<file path="src/rtl/lcd_tc_pkg.sv">
package lcd_tc_pkg;

  typedef enum logic [1:0] {
    SEG_SYNC,
    SEG_LEAD,
    SEG_ACTIVE,
    SEG_TRAIL
  } seg_e;

  // Which part of a line (or frame) a position falls into.
  function automatic seg_e seg_of(input int unsigned pos,
                                  input int unsigned sync_len,
                                  input int unsigned lead_len,
                                  input int unsigned act_len);
    if (pos < sync_len)                            return SEG_SYNC;
    else if (pos < sync_len + lead_len)            return SEG_LEAD;
    else if (pos < sync_len + lead_len + act_len)  return SEG_ACTIVE;
    else                                           return SEG_TRAIL;
  endfunction

  // Last position of a span made of four consecutive parts.
  function automatic int unsigned span_last(input int unsigned sync_len,
                                            input int unsigned lead_len,
                                            input int unsigned act_len,
                                            input int unsigned trail_len);
    return sync_len + lead_len + act_len + trail_len - 1;
  endfunction

endpackage

</file>
<file path="src/rtl/lcd_tc_pclkgen.sv">
module lcd_tc_pclkgen (
  input  logic clk,
  input  logic rst_n,
  output logic phase_o,
  output logic tick_o
);

  logic phase_q;

  always_ff @(posedge clk or negedge rst_n) begin
    if (!rst_n) phase_q <= 1'b0;
    else        phase_q <= ~phase_q;
  end

  assign phase_o = phase_q;
  // The raster advances on the edge that ends the high phase.
  assign tick_o  = phase_q;

  assert_phase_toggles_R1: assert property (@(posedge clk) disable iff (!rst_n)
    1'b1 |=> (phase_q != $past(phase_q)));

endmodule

</file>
<file path="src/rtl/lcd_tc_axis.sv">
module lcd_tc_axis #(
  parameter int unsigned W = 12
) (
  input  logic         clk,
  input  logic         rst_n,
  input  logic         step_i,
  input  logic         clear_i,
  input  logic [W-1:0] sync_len_i,
  input  logic [W-1:0] lead_len_i,
  input  logic [W-1:0] act_len_i,
  input  logic [W-1:0] trail_len_i,
  output logic [W-1:0] pos_o,
  output logic [W-1:0] nxt_o,
  output logic         last_o
);
  import lcd_tc_pkg::*;

  logic [W-1:0] pos_q;

  assign last_o = (32'(pos_q) == span_last(32'(sync_len_i), 32'(lead_len_i),
                                           32'(act_len_i), 32'(trail_len_i)));

  always_comb begin
    if (clear_i)      nxt_o = '0;
    else if (step_i)  nxt_o = last_o ? '0 : pos_q + 1'b1;
    else              nxt_o = pos_q;
  end

  always_ff @(posedge clk or negedge rst_n) begin
    if (!rst_n) pos_q <= '0;
    else        pos_q <= nxt_o;
  end

  assign pos_o = pos_q;

  assert_hold_without_step_R2: assert property (@(posedge clk) disable iff (!rst_n)
    (!step_i && !clear_i) |=> (pos_q == $past(pos_q)));

endmodule

</file>
<file path="src/rtl/lcd_tc_pixpath.sv">
module lcd_tc_pixpath #(
  parameter int unsigned PIX_W = 16
) (
  input  logic             clk,
  input  logic             rst_n,
  input  logic             tick_i,
  input  logic             de_next_i,
  input  logic             fifo_empty_i,
  input  logic [PIX_W-1:0] fifo_data_i,
  output logic             fifo_rd_o,
  output logic             de_o,
  output logic [PIX_W-1:0] data_o,
  output logic             underrun_o
);

  logic             de_q;
  logic             und_q;
  logic [PIX_W-1:0] px_q;   // last word taken from the FIFO
  logic [PIX_W-1:0] bus_q;

  assign fifo_rd_o = tick_i && de_next_i && !fifo_empty_i;

  always_ff @(posedge clk or negedge rst_n) begin
    if (!rst_n) begin
      de_q  <= 1'b0;
      und_q <= 1'b0;
      px_q  <= '0;
      bus_q <= '0;
    end else if (tick_i) begin
      de_q <= de_next_i;
      if (de_next_i) begin
        if (!fifo_empty_i) begin
          px_q  <= fifo_data_i;
          bus_q <= fifo_data_i;
        end else begin
          bus_q <= px_q;
          und_q <= 1'b1;
        end
      end else begin
        bus_q <= '0;
      end
    end
  end

  assign de_o       = de_q;
  assign data_o     = bus_q;
  assign underrun_o = und_q;

  assert_de_only_on_tick_R1: assert property (@(posedge clk) disable iff (!rst_n)
    !tick_i |=> $stable(de_o));

  assert_blank_bus_zero_R4: assert property (@(posedge clk) disable iff (!rst_n)
    !de_o |-> (data_o == '0));

  assert_pop_shows_pixel_R5: assert property (@(posedge clk) disable iff (!rst_n)
    fifo_rd_o |=> (de_o && data_o == $past(fifo_data_i)));

  assert_starve_flags_R6: assert property (@(posedge clk) disable iff (!rst_n)
    (tick_i && de_next_i && fifo_empty_i) |=> (underrun_o && de_o));

  assert_underrun_sticky_R6: assert property (@(posedge clk) disable iff (!rst_n)
    underrun_o |=> underrun_o);

endmodule

</file>
<file path="src/rtl/lcd_raster_ctrl.sv">
module lcd_raster_ctrl #(
  parameter int unsigned H_W   = 12,
  parameter int unsigned V_W   = 11,
  parameter int unsigned PIX_W = 16
) (
  input  logic             clk,
  input  logic             rst_n,
  input  logic [H_W-1:0]   cfg_h_active,
  input  logic [H_W-1:0]   cfg_h_sync,
  input  logic [H_W-1:0]   cfg_h_lead,
  input  logic [H_W-1:0]   cfg_h_trail,
  input  logic [V_W-1:0]   cfg_v_active,
  input  logic [V_W-1:0]   cfg_v_sync,
  input  logic [V_W-1:0]   cfg_v_lead,
  input  logic [V_W-1:0]   cfg_v_trail,
  input  logic             cfg_pclk_inv,
  input  logic             cfg_hs_high,
  input  logic             cfg_vs_high,
  input  logic             fifo_empty_i,
  input  logic [PIX_W-1:0] fifo_data_i,
  output logic             fifo_rd_o,
  output logic             pclk_o,
  output logic             hsync_o,
  output logic             vsync_o,
  output logic             de_o,
  output logic [PIX_W-1:0] data_o,
  output logic             underrun_o
);
  import lcd_tc_pkg::*;

  // ---------------------------------------------------------------- pixel clock
  logic phase, tick;

  lcd_tc_pclkgen u_pclk (
    .clk     (clk),
    .rst_n   (rst_n),
    .phase_o (phase),
    .tick_o  (tick)
  );

  // ------------------------------------------------------- per-frame shadow set
  logic [H_W-1:0] sh_h_active, sh_h_sync, sh_h_lead, sh_h_trail;
  logic [V_W-1:0] sh_v_active, sh_v_sync, sh_v_lead, sh_v_trail;
  logic           sh_pclk_inv, sh_hs_high, sh_vs_high;
  logic           primed_q;

  logic [H_W-1:0] h_pos, h_nxt;
  logic [V_W-1:0] v_pos, v_nxt;
  logic           h_last, v_last;
  logic           frame_start;
  logic           reload;

  assign frame_start = !primed_q || (h_last && v_last);
  assign reload      = tick && frame_start;

  always_ff @(posedge clk or negedge rst_n) begin
    if (!rst_n) begin
      primed_q    <= 1'b0;
      sh_h_active <= '0;
      sh_h_sync   <= '0;
      sh_h_lead   <= '0;
      sh_h_trail  <= '0;
      sh_v_active <= '0;
      sh_v_sync   <= '0;
      sh_v_lead   <= '0;
      sh_v_trail  <= '0;
      sh_pclk_inv <= 1'b0;
      sh_hs_high  <= 1'b0;
      sh_vs_high  <= 1'b0;
    end else if (reload) begin
      primed_q    <= 1'b1;
      sh_h_active <= cfg_h_active;
      sh_h_sync   <= cfg_h_sync;
      sh_h_lead   <= cfg_h_lead;
      sh_h_trail  <= cfg_h_trail;
      sh_v_active <= cfg_v_active;
      sh_v_sync   <= cfg_v_sync;
      sh_v_lead   <= cfg_v_lead;
      sh_v_trail  <= cfg_v_trail;
      sh_pclk_inv <= cfg_pclk_inv;
      sh_hs_high  <= cfg_hs_high;
      sh_vs_high  <= cfg_vs_high;
    end
  end

  // Settings that govern the pixel being entered on this tick.
  logic [H_W-1:0] eff_h_active, eff_h_sync, eff_h_lead;
  logic [V_W-1:0] eff_v_active, eff_v_sync, eff_v_lead;
  logic           eff_hs_high, eff_vs_high;

  assign eff_h_active = frame_start ? cfg_h_active : sh_h_active;
  assign eff_h_sync   = frame_start ? cfg_h_sync   : sh_h_sync;
  assign eff_h_lead   = frame_start ? cfg_h_lead   : sh_h_lead;
  assign eff_v_active = frame_start ? cfg_v_active : sh_v_active;
  assign eff_v_sync   = frame_start ? cfg_v_sync   : sh_v_sync;
  assign eff_v_lead   = frame_start ? cfg_v_lead   : sh_v_lead;
  assign eff_hs_high  = frame_start ? cfg_hs_high  : sh_hs_high;
  assign eff_vs_high  = frame_start ? cfg_vs_high  : sh_vs_high;

  // ---------------------------------------------------------- position counters
  lcd_tc_axis #(.W(H_W)) u_hcnt (
    .clk         (clk),
    .rst_n       (rst_n),
    .step_i      (tick),
    .clear_i     (reload),
    .sync_len_i  (sh_h_sync),
    .lead_len_i  (sh_h_lead),
    .act_len_i   (sh_h_active),
    .trail_len_i (sh_h_trail),
    .pos_o       (h_pos),
    .nxt_o       (h_nxt),
    .last_o      (h_last)
  );

  lcd_tc_axis #(.W(V_W)) u_vcnt (
    .clk         (clk),
    .rst_n       (rst_n),
    .step_i      (tick && h_last),
    .clear_i     (reload),
    .sync_len_i  (sh_v_sync),
    .lead_len_i  (sh_v_lead),
    .act_len_i   (sh_v_active),
    .trail_len_i (sh_v_trail),
    .pos_o       (v_pos),
    .nxt_o       (v_nxt),
    .last_o      (v_last)
  );

  // ------------------------------------------------------ decode of next pixel
  seg_e h_seg_n, v_seg_n;
  logic hs_next, vs_next, de_next;

  assign h_seg_n = seg_of(32'(h_nxt), 32'(eff_h_sync), 32'(eff_h_lead), 32'(eff_h_active));
  assign v_seg_n = seg_of(32'(v_nxt), 32'(eff_v_sync), 32'(eff_v_lead), 32'(eff_v_active));
  assign hs_next = (h_seg_n == SEG_SYNC);
  assign vs_next = (v_seg_n == SEG_SYNC);
  assign de_next = (h_seg_n == SEG_ACTIVE) && (v_seg_n == SEG_ACTIVE);

  logic hs_q, vs_q;

  always_ff @(posedge clk or negedge rst_n) begin
    if (!rst_n) begin
      hs_q <= 1'b0;
      vs_q <= 1'b0;
    end else if (tick) begin
      hs_q <= hs_next ? eff_hs_high : ~eff_hs_high;
      vs_q <= vs_next ? eff_vs_high : ~eff_vs_high;
    end
  end

  // ------------------------------------------------------------- pixel path
  lcd_tc_pixpath #(.PIX_W(PIX_W)) u_pix (
    .clk          (clk),
    .rst_n        (rst_n),
    .tick_i       (tick),
    .de_next_i    (de_next),
    .fifo_empty_i (fifo_empty_i),
    .fifo_data_i  (fifo_data_i),
    .fifo_rd_o    (fifo_rd_o),
    .de_o         (de_o),
    .data_o       (data_o),
    .underrun_o   (underrun_o)
  );

  assign pclk_o  = phase ^ sh_pclk_inv;
  assign hsync_o = hs_q;
  assign vsync_o = vs_q;

  // ------------------------------------------------------------- assertions
  assert_line_wraps_R2: assert property (@(posedge clk) disable iff (!rst_n)
    (tick && h_last && primed_q) |=> (h_pos == '0));

  assert_frame_wraps_R3: assert property (@(posedge clk) disable iff (!rst_n)
    (tick && h_last && v_last && primed_q) |=> (h_pos == '0 && v_pos == '0));

  assert_de_not_in_hsync_R4: assert property (@(posedge clk) disable iff (!rst_n)
    de_o |-> (hsync_o == ~sh_hs_high));

  assert_de_not_in_vsync_R4: assert property (@(posedge clk) disable iff (!rst_n)
    de_o |-> (vsync_o == ~sh_vs_high));

  assert_settings_frozen_R8: assert property (@(posedge clk) disable iff (!rst_n)
    (primed_q && !reload) |=> $stable(sh_h_active) && $stable(sh_v_active)
                              && $stable(sh_hs_high) && $stable(sh_vs_high));

endmodule

</file>
<file path="config.mk">
export PLATFORM = sky130hd
export DESIGN_NAME = lcd_raster_ctrl
export DESIGN_NICKNAME = d
export VERILOG_FILES = /design/src/rtl/lcd_tc_pkg.sv /design/src/rtl/lcd_tc_pclkgen.sv /design/src/rtl/lcd_tc_axis.sv /design/src/rtl/lcd_tc_pixpath.sv /design/src/rtl/lcd_raster_ctrl.sv
export SDC_FILE = /design/constraint.sdc
export NUM_CORES = 1
export LEC_CHECK = 0
export CAP_MARGIN = 20
export CORE_MARGIN = 3
export CORE_UTILIZATION = 60
export DETAILED_ROUTE_END_ITERATION = 7
export DONT_BUFFER_PORTS = 1
export PLACE_DENSITY = 0.85
export SLEW_MARGIN = 20
export SYNTH_ARGS = -nofsm -noshare
export SYNTH_HDL_FRONTEND = slang
export SYNTH_SLANG_ARGS = --single-unit
</file>
<file path="constraint.sdc">
create_clock -name clk -period 12.17 [get_ports clk]
set_input_delay 1.8255 -clock clk [delete_from_list [all_inputs] [get_ports clk]]
set_output_delay 1.8255 -clock clk [all_outputs]
set_load 0.05 [all_outputs]
</file>
Yosys cells after proc, flatten, opt, wreduce, memory -nomap -nowiden
Index checks and enable logic that the tools add are counted.
{"block": "op_classes", "reduce_logical": 13, "addsub": 14, "eq_ne": 4, "bitwise_logic": 4, "mux": 24, "n_lt_le_gt_ge": 6}
{"operator": "12-bit 2-to-1 mux", "count": 6}
{"operator": "11-bit 2-to-1 mux", "count": 6}
{"operator": "32-bit by 11-bit adder with 32-bit output", "count": 2}
{"operator": "32-bit by 12-bit adder with 32-bit output", "count": 2}
{"operator": "32-bit by 1-bit subtractor with 32-bit output (second input constant)", "count": 2}
{"operator": "11-bit by 32-bit == test with 1-bit output", "count": 1}
{"operator": "12-bit by 32-bit == test with 1-bit output", "count": 1}
{"operator": "11-bit by 32-bit less-than comparator with 1-bit output", "count": 1}
{"operator": "12-bit by 32-bit less-than comparator with 1-bit output", "count": 1}
{"operator": "16-bit 2-to-1 mux", "count": 2}
{"operator": "12-bit by 12-bit adder with 13-bit output", "count": 2}
{"operator": "11-bit by 11-bit adder with 12-bit output", "count": 2}
{"operator": "13-bit by 12-bit adder with 14-bit output", "count": 1}
{"operator": "12-bit by 14-bit less-than comparator with 1-bit output", "count": 1}
{"operator": "12-bit by 11-bit adder with 13-bit output", "count": 1}
{"operator": "11-bit by 13-bit less-than comparator with 1-bit output", "count": 1}
{"operator": "12-bit by 1-bit adder with 12-bit output (second input constant)", "count": 1}
{"operator": "12-bit less-than comparator", "count": 1}
{"operator": "11-bit by 1-bit adder with 11-bit output (second input constant)", "count": 1}
{"operator": "11-bit less-than comparator", "count": 1}
{"operator": "2-bit 2-to-1 mux", "count": 4}
{"operator": "1-bit logical AND", "count": 6}
{"operator": "1-bit 2-to-1 mux", "count": 6}
{"operator": "2-bit == test (second input constant)", "count": 2}
{"operator": "7 further kinds", "count": 11}
{"block": "word_totals", "ff_bits": 156, "elab_cells": 86, "out_inout_bits": 22, "input_bits": 114}

Depth between registers and ports, before layout
{"block": "logic_depth", "ltp_word": 18, "mapped_depth": 66}

Hierarchy
From an unflattened synthesis, not the netlist that was laid out.
{"block": "hier_totals", "hier_cells": 1501, "hier_area_um2": 14028.5}
{"module": "lcd_raster_ctrl", "instances": 1, "seq_area_each_um2": 2452.4, "area_each_um2": 8160.3, "cells_per_inst": 887}
{"module": "lcd_tc_axis at u_vcnt", "instances": 1, "seq_area_each_um2": 275.3, "area_each_um2": 2202.1, "cells_per_inst": 257}
{"module": "lcd_tc_axis at u_hcnt", "instances": 1, "seq_area_each_um2": 300.3, "area_each_um2": 2155.8, "cells_per_inst": 244}
{"module": "lcd_tc_pixpath", "instances": 1, "seq_area_each_um2": 850.8, "area_each_um2": 1473.9, "cells_per_inst": 110}
{"module": "lcd_tc_pclkgen", "instances": 1, "seq_area_each_um2": 25.0, "area_each_um2": 36.3, "cells_per_inst": 3}

Least setup slack after synthesis
No wires, ideal clock.
{"block": "synth_path", "path_kind": "flip-flop to output port", "startpoint": "reg sh_h_sync[0]", "endpoint": "out fifo_rd_o", "arrival_ps": 11962, "path_stages_with_launch": 53, "n_path_buf": 3, "slack_ps": -1618, "required_time_ps": 10344, "cell_sequence": "dfrtp_1 > ha_1 > inv_1 > fa_1 > nor2b_1 > o21ai_0 > o21ai_0 > xnor2_1 > ha_1 > inv_1 > fa_1 > ha_1 > and3_1 > a221oi_2 > a211oi_1 > o21a_1 > o21ai_0 > nand2b_1 > [17 not listed] > o21bai_1 > a21oi_1 > nor2b_1 > o21a_1 > o21ai_0 > nand2b_1 > a21oi_1 > o21ai_0 > xnor2_1 > ha_1 > a21oi_1 > nor2_1 > o21ai_0 > o2111ai_1 > a311o_1 > a211oi_1 > o311ai_0 > nor4_1"}
{"block": "synth_between", "elab_chain_cells": 18}
{"item": "start: declaration", "line": "lcd_raster_ctrl.sv:42", "source": "logic [H_W-1:0] sh_h_active, sh_h_sync, sh_h_lead, sh_h_trail;"}
{"item": "start signal: assignment", "line": "lcd_raster_ctrl.sv:73", "source": "sh_h_sync <= cfg_h_sync;"}
{"item": "12-bit by 12-bit adder with 13-bit output", "line": "lcd_tc_pkg.sv:26", "source": "return sync_len + lead_len + act_len + trail_len - 1;"}
{"item": "32-bit by 12-bit adder with 32-bit output (2 in a row)", "line": "lcd_tc_pkg.sv:26"}
{"item": "32-bit by 1-bit subtractor with 32-bit output", "line": "lcd_tc_pkg.sv:26"}
{"item": "12-bit by 32-bit == test with 1-bit output", "line": "lcd_tc_axis.sv:20", "source": "assign last_o = (32'(pos_q) == span_last(32'(sync_len_i), 32'(lead_len_i),"}
{"item": "1-bit logical AND", "line": "lcd_raster_ctrl.sv:53", "source": "assign frame_start = !primed_q || (h_last && v_last);"}
{"item": "1-bit logical OR", "line": "lcd_raster_ctrl.sv:53"}
{"item": "12-bit 2-to-1 mux, or another cell as far along", "line": "lcd_raster_ctrl.sv:92", "source": "assign eff_h_sync = frame_start ? cfg_h_sync : sh_h_sync;"}
{"item": "12-bit by 12-bit adder with 13-bit output or 11-bit by 11-bit adder with 12-bit output (tied branches)", "line": "lcd_tc_pkg.sv:16, lcd_tc_pkg.sv:17"}
{"item": "13-bit by 12-bit adder with 14-bit output or 12-bit by 11-bit adder with 13-bit output (tied branches)", "line": "lcd_tc_pkg.sv:17", "source": "else if (pos < sync_len + lead_len + act_len) return SEG_ACTIVE;"}
{"item": "12-bit by 14-bit less-than comparator with 1-bit output or 11-bit by 13-bit less-than comparator with 1-bit output (tied branches)", "line": "lcd_tc_pkg.sv:17"}
{"item": "1-bit 2-to-1 mux", "line": "lcd_tc_pkg.sv:17"}
{"item": "2-bit 2-to-1 mux", "line": "lcd_tc_pkg.sv:16", "source": "else if (pos < sync_len + lead_len) return SEG_LEAD;"}
{"item": "2-bit 2-to-1 mux", "line": "lcd_tc_pkg.sv:15", "source": "if (pos < sync_len) return SEG_SYNC;"}
{"item": "2-bit == test", "line": "lcd_raster_ctrl.sv:137", "source": "assign de_next = (h_seg_n == SEG_ACTIVE) && (v_seg_n == SEG_ACTIVE);"}
{"item": "1-bit logical AND (*)", "line": "lcd_raster_ctrl.sv:137"}
{"item": "1-bit logical AND (*) (2 in a row)", "line": "lcd_tc_pixpath.sv:21", "source": "assign fifo_rd_o = tick_i && de_next_i && !fifo_empty_i;"}
{"item": "end: declaration", "line": "lcd_raster_ctrl.sv:21", "source": "output logic fifo_rd_o,"}
Mark *: on every way between the ends. The rest lies on a longest branch, timed or not.

Final worst setup path
{"block": "layout_path", "startpoint": "reg sh_h_sync[1]", "endpoint": "out fifo_rd_o"}
The elaborated chain is that of the path after synthesis.

==> summary.txt <==
OUTCOME
------------------------------------------------------------------------------------------------------
Status .................................................................................. finished, violations left
Violated checks ......................................................................... setup timing

GLOBAL ROUTING
------------------------------------------------------------------------------------------------------
Global-route wire length before repair ..................................................     64900 um
Grt total ovfl ..........................................................................            0
Largest net degree at the start of global routing .......................................          157
Grt met2 use ............................................................................        52.1%
Number of global-route vias before repair ...............................................        12900
Met1 Resource Use GR ....................................................................        39.5%
Met3 demand-to-capacity share in global routing .........................................        8.07%
Global-route layer with the greatest usage ..............................................         met2
Global Route Usage Sum ..................................................................        31.3%
Number of antenna violations at the first check in global routing .......................            1

POWER AND IR DROP
------------------------------------------------------------------------------------------------------
Switching pwr ...........................................................................      1.04 mW
Power per Cell Area .....................................................................  150 mW/mm^2
Portion of total power attributed to combinational logic ................................        56.4%
Power share of the sequential group .....................................................        22.2%
Peak supply drop ........................................................................    0.0862 mV
Part of the total power dissipated in the clock network .................................        21.4%
Power Internal ..........................................................................      1.46 mW
Proportion of total power due to net switching ..........................................        41.7%
Leakage .................................................................................      8.20 nW
Total power after layout ................................................................      2.51 mW

SETUP PATH
------------------------------------------------------------------------------------------------------
Logic depth of the worst register-to-register path ......................................           56
Buffers plus inverters on the worst setup path ..........................................            4
Worst Setup End Kind ....................................................................   output pin
Crit path arrival time ..................................................................     11.25 ns
Worst reg2reg path endpoint ............................................................. u_pix.px_q[4]
Minimum setup slack among reg-to-reg paths ..............................................      0.54 ns
Launch point of the worst reg-to-reg path ............................................... sh_h_sync[1]
Critical Path Start Type ................................................................    flip-flop
Delay-heaviest family, CP ............................................................... compound AO/OA/AOI/OAI gates
Endpoint required time on the critical path .............................................     10.34 ns
Crit Path Max Fanout ....................................................................           12
Highest cell delay on the worst timing path .............................................      0.44 ns
Type of the setup path with the least slack .............................................   reg -> out
Crit-path slowest cell ..................................................................         fa_1

DRT
------------------------------------------------------------------------------------------------------
Count of nets left with antenna violations after detail routing .........................            0
Vias per std cell .......................................................................         6.17
Detailed router's first-iteration violation count .......................................         1430
Vias ....................................................................................        13000
Total routed wirelength .................................................................     41900 um
Count of unresolved DRC violations after routing ........................................            0
Detail-routed net length per standard cell ..............................................      19.9 um
Iteration count of the initial detailed-routing pass ....................................            8

PLACE
------------------------------------------------------------------------------------------------------
Routability congestion estimate .........................................................        0.951
Total of buffers placed on input and output ports .......................................            0
Total half-perimeter wirelength after legalization and detailed placement ...............     31300 um

TIMING
------------------------------------------------------------------------------------------------------
Actual slew at the worst max-slew pin ...................................................      1.07 ns
Min Clock Period, post-route ............................................................     13.08 ns
Final Setup Violations ..................................................................            1
Clock skew after layout .................................................................    0.0172 ns
Period Utilization, post-route ..........................................................         107%
Max Slew Vio Count ......................................................................            0
Setup repair after global routing missed its margin .....................................         true
Slew HR .................................................................................        28.4%
Max Fclk ................................................................................   0.0765 GHz
Fin. Hold Viols .........................................................................            0
Post-route setup slack ..................................................................    -0.909 ns

SYNTH
------------------------------------------------------------------------------------------------------
Cell area after synthesis ............................................................... 0.0142 sq mm
Cells after synthesis ...................................................................         1658
Post-synthesis register bit count .......................................................          156
Count of flip-flops with a built-in enable after synthesis ..............................            0
Sequential-to-total area share from yosys stat ..........................................        27.4%
Most instantiated flip-flop cell in the synthesis netlist ...............................      dfrtp_1
Post-synth cell types ...................................................................           76
Proportion of synthesized flip-flops having asynchronous set or reset ...................         100%
Synthesized Nets ........................................................................         1993
Average cell area after synthesis .......................................................   8.59 sq um
Warning count from the yosys run ........................................................            0

FLOORPLAN
------------------------------------------------------------------------------------------------------
Width of the chip .......................................................................       160 um
Row cnt .................................................................................           55
Die Area ................................................................................ 0.0256 sq mm
Placeable core region ................................................................... 0.0230 sq mm
Starting Density ........................................................................        61.9%
I/O pins ................................................................................          136
Die height ..............................................................................       160 um

MIN PATH
------------------------------------------------------------------------------------------------------
Hold Path End ........................................................................... sh_h_trail[0]
Path type of the worst min-delay path ...................................................   reg -> reg
Count of cells along the worst hold path ................................................            2
Start point of the worst hold path ...................................................... sh_h_trail[0]

CLOCK NETWORK
------------------------------------------------------------------------------------------------------
Clock transition at the register clock pins on the worst setup and hold paths after CTS .      0.08 ns
Cell at the root of the clock tree ......................................................    clkbuf_16
Number of buffers added by the clock tree synthesis step ................................           17
Hold-fix buffers at CTS .................................................................            0
Clock tree from TritonCTS ...............................................................          yes
Sinks on Clock Net ......................................................................          156
Insertion delay of the later-clocked pin in the worst-skew pair .........................      0.45 ns
Count of H-tree levels built during CTS .................................................            4
Maximum root-to-sink buffer count .......................................................            2

LAYOUT
------------------------------------------------------------------------------------------------------
Layout fillers ..........................................................................         1637
Highest-count cells in the layout ignoring fill and taps ................................ 304 x nand2_1, 178 x ha_1, 156 x dfrtp_1
Area added between synthesis and finish .................................................        17.3%
Antenna diode instance count ............................................................            0
Most common cell after layout, fill and taps aside ......................................      nand2_1
Share of post-route cells with drive strength above 1 ...................................        19.1%
Layout Nets .............................................................................         2114
Post-layout util ........................................................................        72.6%

RUN
------------------------------------------------------------------------------------------------------
Count of max-cap constraint violations ..................................................            0

==> per-stage QoR <==
step           hold WS, ns  instance area, sq um  setup WS [ns]  setup TNS (ns)  std cells
5_1_grt              0.509                 16700          -1.45           -1.49       2105
4_1_cts              0.498                 16200         -0.761          -0.761       2088
6_report             0.505                 16700         -0.909          -0.909       2105
3_5_place_dp         0.475                 15500         -0.682          -0.682       2055
3_3_place_gp         0.457                 15500         -0.269          -0.269       2055
2_1_floorplan        0.445                 14400         0.0143               0       1658
==> synthesized netlist by cell type (all sizes together), types with 7 or more instances <==
library cell | n | share of area (%)
ha | 192 | 17
o21a | 11 | 0.58
and2 | 8 | 0.35
nor3 | 26 | 0.99
nor2b | 15 | 0.66
or3 | 7 | 0.31
xnor2 | 58 | 3.6
o21bai | 12 | 0.63
xor2 | 42 | 2.6
nand3b | 7 | 0.37
mux2 | 59 | 4.9
o2bb2ai | 19 | 1.2
nor2 | 74 | 2.0
fa | 29 | 4.1
a21o | 43 | 2.3
a21oi | 82 | 2.9
o21ai | 114 | 4.0
dfrtp | 156 | 27
nand2b | 15 | 0.66
and3 | 8 | 0.35
nand2 | 307 | 8.1
nand3 | 16 | 0.56
nand4 | 22 | 0.97
clkbuf | 43 | 1.1
inv | 150 | 4.0
buf | 7 | 0.29
mux2i | 23 | 1.6
a211oi | 12 | 0.63
==> worst reg2reg max path, delay by kind of cell, from the launching register on <==
kind                     cells  cell delay [ns]
buffers and inverters        5             0.83
multiplexers                 2             0.74
AO/OA/AOI/OAI               23             3.85
adder cells (fa/ha/maj)      8             2.57
AND/OR/NAND/NOR             15             2.59
flip-flops                   1             0.39
XOR/XNOR                     3             0.53
==> worst max-delay path by stage <==
stage	from	to	slack, ns	depth (start not counted)
after floorplan	sh_h_sync[1]	fifo_rd_o	0.01	56
after global placement	sh_h_sync[1]	fifo_rd_o	-0.27	53
after detailed placement	sh_v_sync[0]	fifo_rd_o	-0.68	57
after CTS	sh_v_sync[0]	fifo_rd_o	-0.76	56
after global routing	sh_h_lead[0]	fifo_rd_o	-1.45	52
final	sh_h_sync[1]	fifo_rd_o	-0.91	53
==> what timing repair did <==
action / 4_1_cts / 5_1_grt
endpoints found under the hold margin: 0 / 0
resized for setup: 16 / 86
cloned: 0 / 1
pin swaps: 5 / 63
setup endpoints to repair: 1 / 33
buffers inserted: 1 / 16
==> power groups by stage <==
| stage | sequential, mW | combinational (mW) | clock (mW) |
|---|---|---|---|
| CTS | 0.556 | 1.28 | 0.537 |
| finish | 0.557 | 1.41 | 0.535 |
| floorplan | 0.560 | 0.860 | 0 |
| global placement | 0.565 | 1.21 | 0 |
| global route | 0.559 | 1.54 | 0.561 |
| detailed placement | 0.566 | 1.26 | 0 |
==> sequential cells by signal, summed over array words and instances (netlist names) <==
signal            flops
u_pix.data_o         16
u_pix.px_q           16
sh_h_active          12
sh_h_lead            12
sh_h_sync            12
sh_h_trail           12
u_hcnt.pos_o         12
sh_v_active          11
sh_v_lead            11
sh_v_sync            11
sh_v_trail           11
u_vcnt.pos_o         11
hsync_o               1
primed_q              1
sh_hs_high            1
sh_pclk_inv           1
sh_vs_high            1
u_pclk.phase_o        1
u_pix.de_o            1
u_pix.underrun_o      1
vsync_o               1
==> metal layers <==
| metal | share of wire (%) | up-vias | routed length, um |
|---|---|---|---|
| met2 | 47 | 651 | 19800 |
| met4 | 3.4 | 0 | 1440 |
| met1 | 40 | 6234 | 16900 |
| li1 | - | 5987 | - |
| met5 | 0 | - | 0 |
| met3 | 8.9 | 126 | 3730 |
==> cell type report <==
| cell class | instances | area (sq um) | share of cell area, % |
|---|---|---|---|
| Sequential cell | 156 | 3900 | 23.4 |
| Multi-Input combinational cell | 1301 | 10100 | 60.3 |
| Clock buffer | 17 | 425 | 2.55 |
| Timing Repair Buffer | 152 | 1200 | 7.17 |
| Clock inverter | 15 | 146 | 0.877 |
| Inverter | 151 | 567 | 3.40 |
| Tap cell | 313 | 392 | 2.35 |
==> kinds of logic after synthesis <==
| family | Yosys count | share of synthesized area, % |
|---|---|---|
| flip-flops | 156 | 27.4 |
| XOR/XNOR | 100 | 6.15 |
| multiplexers | 82 | 6.55 |
| AO/OA/AOI/OAI | 357 | 16.2 |
| adder cells (fa/ha/maj) | 221 | 21.0 |
| AND/OR/NAND/NOR | 541 | 17.3 |
| buffers and inverters | 201 | 5.41 |
Power figures use the tool's default switching activity.
